$ cat config.mk
export PLATFORM = sky130hd
export DESIGN_NAME = uplink_modulator
export DESIGN_NICKNAME = d
export VERILOG_FILES = /design/src/rtl/um_pkg.sv /design/src/rtl/um_fetch.sv /design/src/rtl/um_bit_timer.sv /design/src/rtl/um_encoder.sv /design/src/rtl/uplink_modulator.sv
export SDC_FILE = /design/constraint.sdc
export NUM_CORES = 1
export LEC_CHECK = 0
export BUFFER_PORTS_ARGS = -buffer_cell sky130_fd_sc_hd__clkbuf_2
export CAP_MARGIN = 10
export CELL_PAD_IN_SITES_DETAIL_PLACEMENT = 1
export CELL_PAD_IN_SITES_GLOBAL_PLACEMENT = 2
export CORE_UTILIZATION = 30
export CTS_CLUSTER_SIZE = 10
export DETAILED_ROUTE_END_ITERATION = 12
export GPL_TIMING_DRIVEN = 1
export PLACE_DENSITY = 0.63
export SLEW_MARGIN = 40
export SYNTH_ARGS = -nofsm -noshare
export SYNTH_HDL_FRONTEND = slang
export SYNTH_HIERARCHICAL = 1
export SYNTH_SLANG_ARGS = --single-unit
$ cat constraint.sdc
create_clock -name clk -period 6.38 [get_ports clk]
set_input_delay 0 -clock clk [delete_from_list [all_inputs] [get_ports clk]]
set_output_delay 0 -clock clk [all_outputs]
set_load 0.1 [all_outputs]
$ cat src/rtl/um_pkg.sv
package um_pkg;

  localparam int UM_ADDR_W = 5;
  localparam int UM_CFG_W  = UM_ADDR_W + 3;

  typedef struct packed {
    logic                 defeat;
    logic                 slow;
    logic                 psk;
    logic [UM_ADDR_W-1:0] last;
  } um_cfg_t;

  typedef enum logic [1:0] {SQ_OFF, SQ_PRIME, SQ_TX} sq_state_t;

  typedef enum logic [2:0] {
    F_IDLE, F_CFG_ISS, F_CFG_LAT, F_DAT_ISS, F_DAT_LAT
  } fetch_state_t;

  function automatic um_cfg_t cfg_from_bits(input logic [UM_CFG_W-1:0] b);
    return um_cfg_t'(b);
  endfunction

  // Word that follows 'cur' in the uplink cycle
  function automatic logic [UM_ADDR_W-1:0] next_block(
    input um_cfg_t              c,
    input logic [UM_ADDR_W-1:0] cur,
    input logic                 first,
    input logic                 dir,
    input logic [UM_ADDR_W-1:0] daddr
  );
    logic [UM_ADDR_W-1:0] n;
    if (dir)                  n = daddr;
    else if (c.last == '0)    n = '0;
    else if (first)           n = UM_ADDR_W'(1);
    else if (cur >= c.last)   n = UM_ADDR_W'(1);
    else                      n = cur + UM_ADDR_W'(1);
    return n;
  endfunction

endpackage

$ cat src/rtl/um_fetch.sv
module um_fetch
  import um_pkg::*;
#(
  parameter  int DATA_W = 32,
  localparam int ADDR_W = UM_ADDR_W
) (
  input  logic              clk,
  input  logic              rst,
  input  logic              clr,
  input  logic              kick,
  input  logic              first_in,
  input  logic              direct_en,
  input  logic [ADDR_W-1:0] direct_addr,
  input  logic [ADDR_W-1:0] cur_blk,
  output logic              mem_rd_en,
  output logic [ADDR_W-1:0] mem_addr,
  input  logic [DATA_W-1:0] mem_rd_data,
  output um_cfg_t           cfg_pend,
  output logic [DATA_W-1:0] data_buf,
  output logic [ADDR_W-1:0] blk_buf,
  output logic              done
);

  fetch_state_t st;
  logic         first_q;
  um_cfg_t      cfg_rd;
  logic [ADDR_W-1:0] nxt;

  assign cfg_rd = cfg_from_bits(mem_rd_data[UM_CFG_W-1:0]);
  assign nxt    = next_block(cfg_rd, cur_blk, first_q, direct_en, direct_addr);

  always_ff @(posedge clk) begin
    done <= 1'b0;
    if (rst || clr) begin
      st        <= F_IDLE;
      mem_rd_en <= 1'b0;
      mem_addr  <= '0;
      first_q   <= 1'b0;
      if (rst) begin
        cfg_pend <= '0;
        data_buf <= '0;
        blk_buf  <= '0;
      end
    end else begin
      case (st)
        F_IDLE: if (kick) begin
          mem_rd_en <= 1'b1;
          mem_addr  <= '0;
          first_q   <= first_in;
          st        <= F_CFG_ISS;
        end
        F_CFG_ISS: begin
          mem_rd_en <= 1'b0;
          st        <= F_CFG_LAT;
        end
        F_CFG_LAT: begin
          cfg_pend  <= cfg_rd;
          mem_rd_en <= 1'b1;
          mem_addr  <= nxt;
          blk_buf   <= nxt;
          st        <= F_DAT_ISS;
        end
        F_DAT_ISS: begin
          mem_rd_en <= 1'b0;
          st        <= F_DAT_LAT;
        end
        F_DAT_LAT: begin
          data_buf <= mem_rd_data;
          done     <= 1'b1;
          st       <= F_IDLE;
        end
        default: st <= F_IDLE;
      endcase
    end
  end

endmodule

$ cat src/rtl/um_bit_timer.sv
module um_bit_timer #(
  parameter  int FAST_BIT = 16,
  parameter  int SLOW_BIT = 32,
  localparam int CNT_W    = $clog2(SLOW_BIT)
) (
  input  logic clk,
  input  logic rst,
  input  logic run,
  input  logic slow,
  output logic sub_phase,
  output logic first_half,
  output logic bit_end
);

  logic [CNT_W-1:0] cnt;
  logic [CNT_W:0]   period;

  assign period     = slow ? (CNT_W+1)'(SLOW_BIT) : (CNT_W+1)'(FAST_BIT);
  assign bit_end    = run && ({1'b0, cnt} == period - 1'b1);
  assign first_half = {1'b0, cnt} < (period >> 1);
  assign sub_phase  = cnt[0];

  always_ff @(posedge clk) begin
    if (rst || !run)  cnt <= '0;
    else if (bit_end) cnt <= '0;
    else              cnt <= cnt + 1'b1;
  end

endmodule

$ cat src/rtl/um_encoder.sv
module um_encoder (
  input  logic bit_val,
  input  logic psk,
  input  logic first_half,
  input  logic sub_phase,
  output logic level
);

  always_comb begin
    if (psk) level = sub_phase ^ bit_val;
    else     level = first_half ? ~bit_val : bit_val;
  end

endmodule

$ cat src/rtl/uplink_modulator.sv
module uplink_modulator
  import um_pkg::*;
#(
  parameter  int DATA_W   = 32,
  parameter  int FAST_BIT = 16,
  parameter  int SLOW_BIT = 32,
  localparam int ADDR_W   = UM_ADDR_W,
  localparam int IDX_W    = $clog2(DATA_W)
) (
  input  logic              clk,
  input  logic              rst,
  input  logic              enable,
  input  logic              direct_en,
  input  logic [ADDR_W-1:0] direct_addr,
  output logic              mem_rd_en,
  output logic [ADDR_W-1:0] mem_addr,
  input  logic [DATA_W-1:0] mem_rd_data,
  output logic              damp_out
);

  sq_state_t         state;
  um_cfg_t           cfg_q;
  um_cfg_t           cfg_pend;
  logic [DATA_W-1:0] shreg;
  logic [DATA_W-1:0] data_buf;
  logic [ADDR_W-1:0] blk_buf;
  logic [ADDR_W-1:0] cur_blk;
  logic [IDX_W-1:0]  bidx;
  logic              start_bit;
  logic              fetch_done;
  logic              sub_phase, first_half, bit_end;
  logic              cur_bit, level;
  logic              load_evt, kick;

  assign cur_bit  = start_bit ? 1'b0 : shreg[DATA_W-1];
  assign load_evt = (state == SQ_TX) && bit_end &&
                    (start_bit || (bidx == IDX_W'(DATA_W-1)));
  assign kick     = enable && ((state == SQ_OFF) || load_evt);

  um_fetch #(.DATA_W(DATA_W)) fetch_i (
    .clk         (clk),
    .rst         (rst),
    .clr         (!enable),
    .kick        (kick),
    .first_in    (state == SQ_OFF),
    .direct_en   (direct_en),
    .direct_addr (direct_addr),
    .cur_blk     (cur_blk),
    .mem_rd_en   (mem_rd_en),
    .mem_addr    (mem_addr),
    .mem_rd_data (mem_rd_data),
    .cfg_pend    (cfg_pend),
    .data_buf    (data_buf),
    .blk_buf     (blk_buf),
    .done        (fetch_done)
  );

  um_bit_timer #(.FAST_BIT(FAST_BIT), .SLOW_BIT(SLOW_BIT)) timer_i (
    .clk        (clk),
    .rst        (rst),
    .run        (state == SQ_TX),
    .slow       (cfg_q.slow),
    .sub_phase  (sub_phase),
    .first_half (first_half),
    .bit_end    (bit_end)
  );

  um_encoder enc_i (
    .bit_val    (cur_bit),
    .psk        (cfg_q.psk),
    .first_half (first_half),
    .sub_phase  (sub_phase),
    .level      (level)
  );

  // Sequencer: start bit, then words, wrapping without a gap
  always_ff @(posedge clk) begin
    if (rst || !enable) begin
      state     <= SQ_OFF;
      start_bit <= 1'b0;
      bidx      <= '0;
      shreg     <= '0;
      cur_blk   <= '0;
      if (rst) cfg_q <= '0;
    end else begin
      case (state)
        SQ_OFF:   state <= SQ_PRIME;
        SQ_PRIME: if (fetch_done) begin
          state     <= SQ_TX;
          cfg_q     <= cfg_pend;
          start_bit <= 1'b1;
          bidx      <= '0;
        end
        SQ_TX: if (load_evt) begin
          shreg     <= data_buf;
          cur_blk   <= blk_buf;
          cfg_q     <= cfg_pend;
          start_bit <= 1'b0;
          bidx      <= '0;
        end else if (bit_end) begin
          shreg <= shreg << 1;
          bidx  <= bidx + 1'b1;
        end
        default: state <= SQ_OFF;
      endcase
    end
  end

  always_ff @(posedge clk) begin
    if (rst || !enable) damp_out <= 1'b0;
    else                damp_out <= (state == SQ_TX) && !cfg_q.defeat && level;
  end

endmodule

==> results.toml, run 1 <==
[route]
antenna_left = 0
wl_per_cell_um = 15.54
wl_um = 11300
first_pass_iters = 4
vias = 3594
drcViolationCount = 0
dr.first_iter.drc_count = 189
via_per_inst = 4.944

[worst_setup_path]
reg2regPathDepth = 8
cp-end-kind = "flop"
cp_top_family = "simple AND/OR/NAND/NOR gates"
critical_path.max_stage_delay_ns = 0.59
crit_chain = "inv_1 > ha_1 > inv_1 > nor2_1 > and2_4 > o21ai_1 > nand2_1 > a41o_1"
crit_buf_inv = 2
required_ns = 6.44
startpoint_type = "flop"
regToRegSetupSlack_ns = 3.52
r2r_start = "state[0]$_SDFFE_PN0P_"
critPathKind = "reg2reg"
crit_start = "state[0]$_SDFFE_PN0P_"
worstPathArrival_ns = 2.92
path_max_fanout = 64
timing.rr.end = "cfg_q[6]$_SDFFCE_PN0P_"
critPathMostFrequentCell = "inv_1"
critPathSlowestCell = "and2_4"

[placed_design]
gp_congestion = 0.7500
dpl-instance-area_um2 = 5017
post-place-ws_ns = 3.432
port_buffers = 47
dp_hpwl_um = 7106

[logic_synthesis]
synth_area_um2 = 4664
syn_avg_cell_area_um2 = 9.946
yosysWarnings = 6
syn_inst = 469
syn-num-nets = 524

[clocking]
cts_buffers = 9
clock_sinks = 105
clock_latency_ns = 0.36
cts_max_level = 3
clk_pin_slew_ns = 0.07
cts_tree = "built"
clockBufferDepth = 2
cts_resized = 0
root_buffer = "clkbuf_16"

[pwr]
vdd_drop_max_v = 0.0001274
powerDensity_nw_per_um2 = 240.6
leakage_nw = 1.976
p_total_mw = 1.359

[floorplan]
start_util_pct = 30.68
die_area_um2 = 16050
io_pins = 48
die-height_um = 126.7
fp.dieW_um = 126.7
row_count = 45
core_area_um2 = 15200

[sta]
tightest_slew_ns = 0.6518
fin_setup_tns_ns = 0
setup_violations = 0
fin_ws_ns = 3.522
slew_headroom_pct = 56.55
hold_viol = 0
fmax_ghz = 0.3499
fin_crit_sh_pct = 44.80
fin_skew_ns = 0.01341
drv_slew = 0
rsz0062_at_grt = "false"
post-route-min-period_ns = 2.858

[job]
cap_viol_max_count = 0

[outcome]
outcome = "finished, final reports clean"

[grt]
grt_pass1_vias = 3691
grt_max_degree = 65
grt_overflow_total = 0
gr-usage-met3_pct = 3.627
met2_usage_pct = 25.74
met1_usage_pct = 19.14
grtUsageTotal_pct = 15.21
top_usage_layer = "met2"
antenna_found_initial = 0
grt_pass1_wl_um = 18960

[final_layout]
n_antenna_cell = 0
drive_above_1_share_pct = 14.47
final_area_um2 = 5648
final_nets = 589
final_cell_mix = "nand2_1 (63), dfxtp_1 (62), nor2_1 (50)"
syn2layout_area_growth_pct = 21.08
final_common_cell = "nand2_1"

[hold_path]
hp-start = "mem_rd_data[6]"
holdCritPathClass = "in2reg"
hold_end = "fetch_i/data_buf[6]$_SDFFCE_PP0P_"
worstHoldPathCells = 2
registers in the layout (all words and copies together), names as in the netlist:
name,flops
cur_blk,5
shreg,32
cfg_q,3
start_bit,1
fetch_i/blk_buf,5
bidx,5
fetch_i/cfg_pend,3
state,2
fetch_i/done,1
fetch_i/first_q,1
fetch_i/mem_rd_en,1
timer_i/cnt,5
fetch_i/st,3
fetch_i/data_buf,32
damp_out,1
fetch_i/mem_addr,5
where the power goes:
part	internal [mW]	total (mW)	switching, mW
Combinational	0.0392	0.0873	0.0480
Sequential	0.717	0.724	0.00688
Clock	0.305	0.547	0.243
per-stage QoR:
stage                     hold WS, ns  utilization, %  std cells
after floorplan                0.1616               -        469
after global placement         0.2634           33.00        678
after detailed placement       0.2714           33.00        678
after CTS                     0.01115           36.97        726
after global routing          0.01239           37.15        727
final                        0.002255           37.15        727
repair_timing:
item / in CTS / in global routing
endpoints found under the hold margin: 37 / 0
hold buffers: 32 / 0
buffers inserted: 0 / 0
worst max path at each step:
stage	to	cells after the start
CTS	fetch_i/mem_addr[0]$_SDFFE_PP0P_	11
global placement	cfg_q[6]$_SDFFCE_PN0P_	8
finish	cfg_q[6]$_SDFFCE_PN0P_	8
floorplan	fetch_i/mem_addr[1]$_SDFFE_PP0P_	12
global route	cfg_q[6]$_SDFFCE_PN0P_	8
detailed placement	fetch_i/mem_addr[0]$_SDFFE_PP0P_	11
routing by layer:
metal	part of all wire [%]	wire (um)
met5	0	0
met3	2.8	321
met4	1.3	148
met1	49	5562
met2	47	5264
area by class of cell:
| class | instances | area, um^2 |
|---|---|---|
| Clock buffer | 13 | 240.2 |
| Clock inverter | 3 | 42.54 |
| Fill cell | 1742 | 9554 |
| Inverter | 12 | 45.04 |
| Multi-Input combinational cell | 321 | 1932 |
| Sequential cell | 105 | 2532 |
| Tap cell | 188 | 235.2 |
| Timing Repair Buffer | 85 | 620.6 |
No activity file was read; power rests on OpenSTA's default activity.
==> run 2, diff against run 1 <==
ABC_AREA = 1   (was unset)
PLACE_DENSITY = 0.66   (was 0.63)
clock period = 2.9 ns   (was 6.38 ns; I/O delays follow)
==> results.toml, run 2 <==
[floorplan]
io_pins = 48
core_area_um2 = 15940
row_count = 46
fp.dieW_um = 130.2
die_area_um2 = 16950
die-height_um = 130.2
start_util_pct = 30.92

[logic_synthesis]
syn_inst = 590
yosysWarnings = 6
syn_avg_cell_area_um2 = 8.355
syn-num-nets = 645
synth_area_um2 = 4930

[placed_design]
dpl.cell_count = 837
gp_congestion = 0.7081
port_buffers = 47
dpl-instance-area_um2 = 5376
dp_hpwl_um = 8292

[worst_setup_path]
critical_path.max_stage_delay_ns = 0.34
cp.depth = 8
crit_buf_inv = 1
cp_top_family = "simple AND/OR/NAND/NOR gates"
worstPathArrival_ns = 2.50
reg2regPathDepth = 8
regToRegSetupSlack_ns = 0.45
startpoint_type = "flop"
required_ns = 2.94
critPathKind = "reg2reg"
cp-end-kind = "flop"
critPathSlowestCell = "nor2_8"
crit_chain = "inv_1 > ha_1 > nand2_1 > nor2_1 > nand2_4 > nor2_8 > nor2_2 > o21bai_1"
path_max_fanout = 19

[hold_path]
holdCritPathClass = "in2reg"
worstHoldPathCells = 3

[pwr]
p_total_mw = 3.163
powerDensity_nw_per_um2 = 523.9
vdd_drop_max_v = 0.0003084
leakage_nw = 2.701

[clocking]
root_buffer = "clkbuf_16"
cts_max_level = 3
ctsHoldBuffers = 34
clockBufferDepth = 2
cts_tree = "built"
cts_resized = 0
clock_latency_ns = 0.36
cts_buffers = 9
post-cts-setup-buffer-count = 0
clk_pin_slew_ns = 0.08
clock_sinks = 105

[sta]
slew_headroom_pct = 55.50
fin_skew_ns = 0.007907
fin_crit_sh_pct = 84.63
fmax_ghz = 0.4074
setup_violations = 0
drv_slew = 0
fin_setup_tns_ns = 0
hold_viol = 0
rsz0062_at_grt = "false"
post-route-min-period_ns = 2.454
tightest_slew_ns = 0.6669

[grt]
grt_overflow_total = 0
antenna_found_initial = 0
grt_pass1_wl_um = 20570
grt_max_degree = 41
grtUsageTotal_pct = 15.94
grt_pass1_vias = 4245

[final_layout]
drive_above_1_share_pct = 15.05
final_nets = 721
syn2layout_area_growth_pct = 22.46
fillers = 1923
final_common_cell = "nand2_1"
layoutNonFillerInstCount = 887
final_area_um2 = 6037
reg_top3 = "fetch_i/data_buf x32, shreg x32"
final_cell_mix = "nand2_1 (97), inv_1 (94), nor2_1 (82)"
n_antenna_cell = 0

[outcome]
outcome = "finished, final reports clean"

[route]
wl_um = 12190
via_per_inst = 4.538
antenna_left = 0
drcViolationCount = 0
wl_per_cell_um = 13.74
dr.first_iter.drc_count = 90
first_pass_iters = 4
vias = 4025

[job]
cap_viol_max_count = 0
run 2: final timing paths:
kind	startpoint	endpoint
worst min register to register	cfg_q[7]$_SDFFCE_PN0P_	damp_out$_SDFF_PN0_
worst max-delay path	state[0]$_SDFFE_PN0P_	cfg_q[6]$_SDFFCE_PN0P_
worst max register to register	state[0]$_SDFFE_PN0P_	cfg_q[6]$_SDFFCE_PN0P_
worst min-delay path	mem_rd_data[0]	fetch_i/data_buf[0]$_SDFFCE_PP0P_
run 2: power breakdown:
group | total [mW] | switching, mW | leakage (nW) | internal, mW
registers | 1.60 | 0.0189 | 0.943 | 1.58
clock network | 1.32 | 0.584 | 0.159 | 0.732
logic | 0.250 | 0.153 | 1.60 | 0.0972
run 2: per-layer routing:
metal	track usage [%]	share of wire (%)	vias to the layer above
met4	5.746	1.5	0
met5	0	0	-
met2	28.54	50	47
li1	-	-	2047
met1	18.60	46	1921
met3	3.526	2.7	10
run 2: worst min-delay path, delay by kind of cell:
kind / cells / cell delay [ns]
buf+inv: 2 / 0.14
simple gates: 1 / 0.11
run 2: metrics by stage:
step                      hold WS [ns]  util [%]  worst slack [ns]
after global placement          0.2975     33.72            0.5596
after floorplan                 0.1789         -            0.8484
final                          0.02268     37.87            0.4456
after global routing           0.03870     37.87            0.1945
after CTS                     0.007269     37.87            0.3810
after detailed placement        0.3042     33.72            0.3898
run 2: layout make-up:
| class | instances | area (um^2) | area share [%] |
|---|---|---|---|
| Sequential cell | 105 | 2532 | 41.95 |
| Multi-Input combinational cell | 360 | 1887 | 31.25 |
| Timing Repair Buffer | 89 | 648.1 | 10.74 |
| Inverter | 101 | 379.1 | 6.280 |
| Tap cell | 216 | 270.3 | 4.477 |
| Clock buffer | 10 | 250.2 | 4.145 |
| Clock inverter | 6 | 70.07 | 1.161 |
==> run 3, diff against run 2 <==
ABC_AREA = 0   (was 1)
PLACE_DENSITY = 0.65   (was 0.66)
clock period = 2.18 ns   (was 2.9 ns; I/O delays follow)
==> results.toml, run 3 (synthesized netlist as in run 1, its figures left out) <==
[floorplan]
die_area_um2 = 16050
row_count = 45
start_util_pct = 30.68
io_pins = 48
core_area_um2 = 15200
die-height_um = 126.7
fp.dieW_um = 126.7

[worst_setup_path]
startpoint_type = "flop"
path_max_fanout = 5
crit_chain = "inv_2 > ha_4 > nand4_1 > nor2_2 > nand2_1 > nor2_2 > nor2_1 > nor2_1 > nor2_1 > o31a_1 > a32oi_1 > o21ai_1"
critical_path.max_stage_delay_ns = 0.36
worstPathArrival_ns = 2.37
required_ns = 2.41
critPathSlowestCell = "edfxtp_1"
critPathKind = "reg2reg"
cp-end-kind = "flop"
critPathMostFrequentCell = "nor2_1"

[final_layout]
final_common_cell = "nand2_1"
n_antenna_cell = 0
layoutNonFillerInstCount = 743
reg_top3 = "fetch_i/data_buf x32, shreg x32"
final_area_um2 = 5827
drive_above_1_share_pct = 18.02
final_cell_mix = "nand2_1 (63), dfxtp_1 (62), nor2_1 (48)"
fillers = 1739
multi_input_area_um2 = 1948
final_nets = 605
seq_area_um2 = 2532
syn2layout_area_growth_pct = 24.92

[grt]
grt_max_degree = 63
gr-usage-met3_pct = 2.699
grt_pass1_wl_um = 19000
met2_usage_pct = 27.27
met1_usage_pct = 18.18
grt_overflow_total = 0
grt_pass1_vias = 3832
antenna_found_initial = 1
grtUsageTotal_pct = 15.35
top_usage_layer = "met2"

[placed_design]
dp_hpwl_um = 7495
port_buffers = 47
dpl.cell_count = 687
gp_congestion = 0.7435
dpl-instance-area_um2 = 5121

[clocking]
clock_latency_ns = 0.35
clk_pin_slew_ns = 0.07
cts_buffers = 9
clock_sinks = 105
cts_max_level = 3
clockBufferDepth = 2
cts_tree = "built"
root_buffer = "clkbuf_16"

[sta]
drv_slew = 0
slew_headroom_pct = 56.57
tightest_slew_ns = 0.6490
fmax_ghz = 0.4680
rsz0062_at_grt = "true"
fin_skew_ns = 0.009586
post-route-min-period_ns = 2.137
fin_crit_sh_pct = 98.02
hold_viol = 0
setup_violations = 0

[outcome]
outcome = "finished, final reports clean"

[job]
cap_viol_max_count = 0

[pwr]
vdd_drop_max_v = 0.0003957
leakage_nw = 2.062
powerDensity_nw_per_um2 = 696.3

[route]
drcViolationCount = 0
vias = 3680
wl_per_cell_um = 15.56
wl_um = 11560
via_per_inst = 4.953
antenna_left = 0
first_pass_iters = 4
dr.first_iter.drc_count = 174

[hold_path]
holdCritPathClass = "in2reg"
## run 3: layer usage
metal  routed length, um  vias to the layer above
met5                   0                        -
met4                 225                        0
met3                 241                       16
met2                5817                       48
met1                5281                     1784
li1                    -                     1832
## run 3: repair_timing
action,CTS,global route
resized for setup,4,0
setup buffers,6,1
pin swaps,4,5
cloned,0,0
hold endpoints to repair,40,0
hold buffers,33,0
endpoints found under the setup margin,5,8
## run 3: stage by stage
step | setup TNS (ns) | setup slack (ns) | utilization, % | power (mW) | hold slack [ns]
global placement | 0 | 0.007663 | 33.69 | 2.388 | 0.2604
global route | -0.4104 | -0.08656 | 38.33 | 4.210 | 0.05637
CTS | -0.009180 | -0.009180 | 38.28 | 4.128 | 0.008819
detailed placement | -0.2544 | -0.06196 | 33.69 | 2.394 | 0.2715
floorplan | 0 | 0.03482 | - | 2.292 | 0.1616
finish | 0 | 0.04310 | 38.33 | 4.057 | 0.02982
## run 3: cell type report
class	instances	area share [%]
flip-flops and latches	105	43.46
clock inverters	7	1.374
well taps	188	4.037
clock buffers	9	3.865
inverters	12	0.7730
repair buffers	101	13.06
multi-input cells	321	33.43
## run 3: critical path: cells and delay by family (launching register included)
family                     cells  cell delay, ns
adders and majority gates      1            0.26
buffers and inverters          1            0.05
DFF                            1            0.36
and+or+nand+nor                7            0.77
AOI/OAI and AO/OA              3            0.59
## run 3: worst paths after layout
kind / startpoint / end / slack, ns / cells after the start
worst max-delay path: cfg_q[6]$_SDFFCE_PN0P_ / fetch_i/mem_addr[1]$_SDFFE_PP0P_ / 0.04 / 12
worst min-delay path: mem_rd_data[1] / fetch_i/data_buf[1]$_SDFFCE_PP0P_ / 0.03 / 3
worst max register to register: cfg_q[6]$_SDFFCE_PN0P_ / fetch_i/mem_addr[1]$_SDFFE_PP0P_ / 0.04 / 12
worst min register to register: cfg_q[7]$_SDFFCE_PN0P_ / damp_out$_SDFF_PN0_ / 0.45 / 1
## run 3: power breakdown
| group | leakage [nW] | total, mW | internal, mW | switching [mW] |
|---|---|---|---|---|
| clock network | 0.146 | 1.66 | 0.901 | 0.760 |
| registers | 0.939 | 2.12 | 2.10 | 0.0219 |
| logic | 0.977 | 0.275 | 0.127 | 0.147 |
| total | 2.06 | 4.06 | 3.13 | 0.930 |
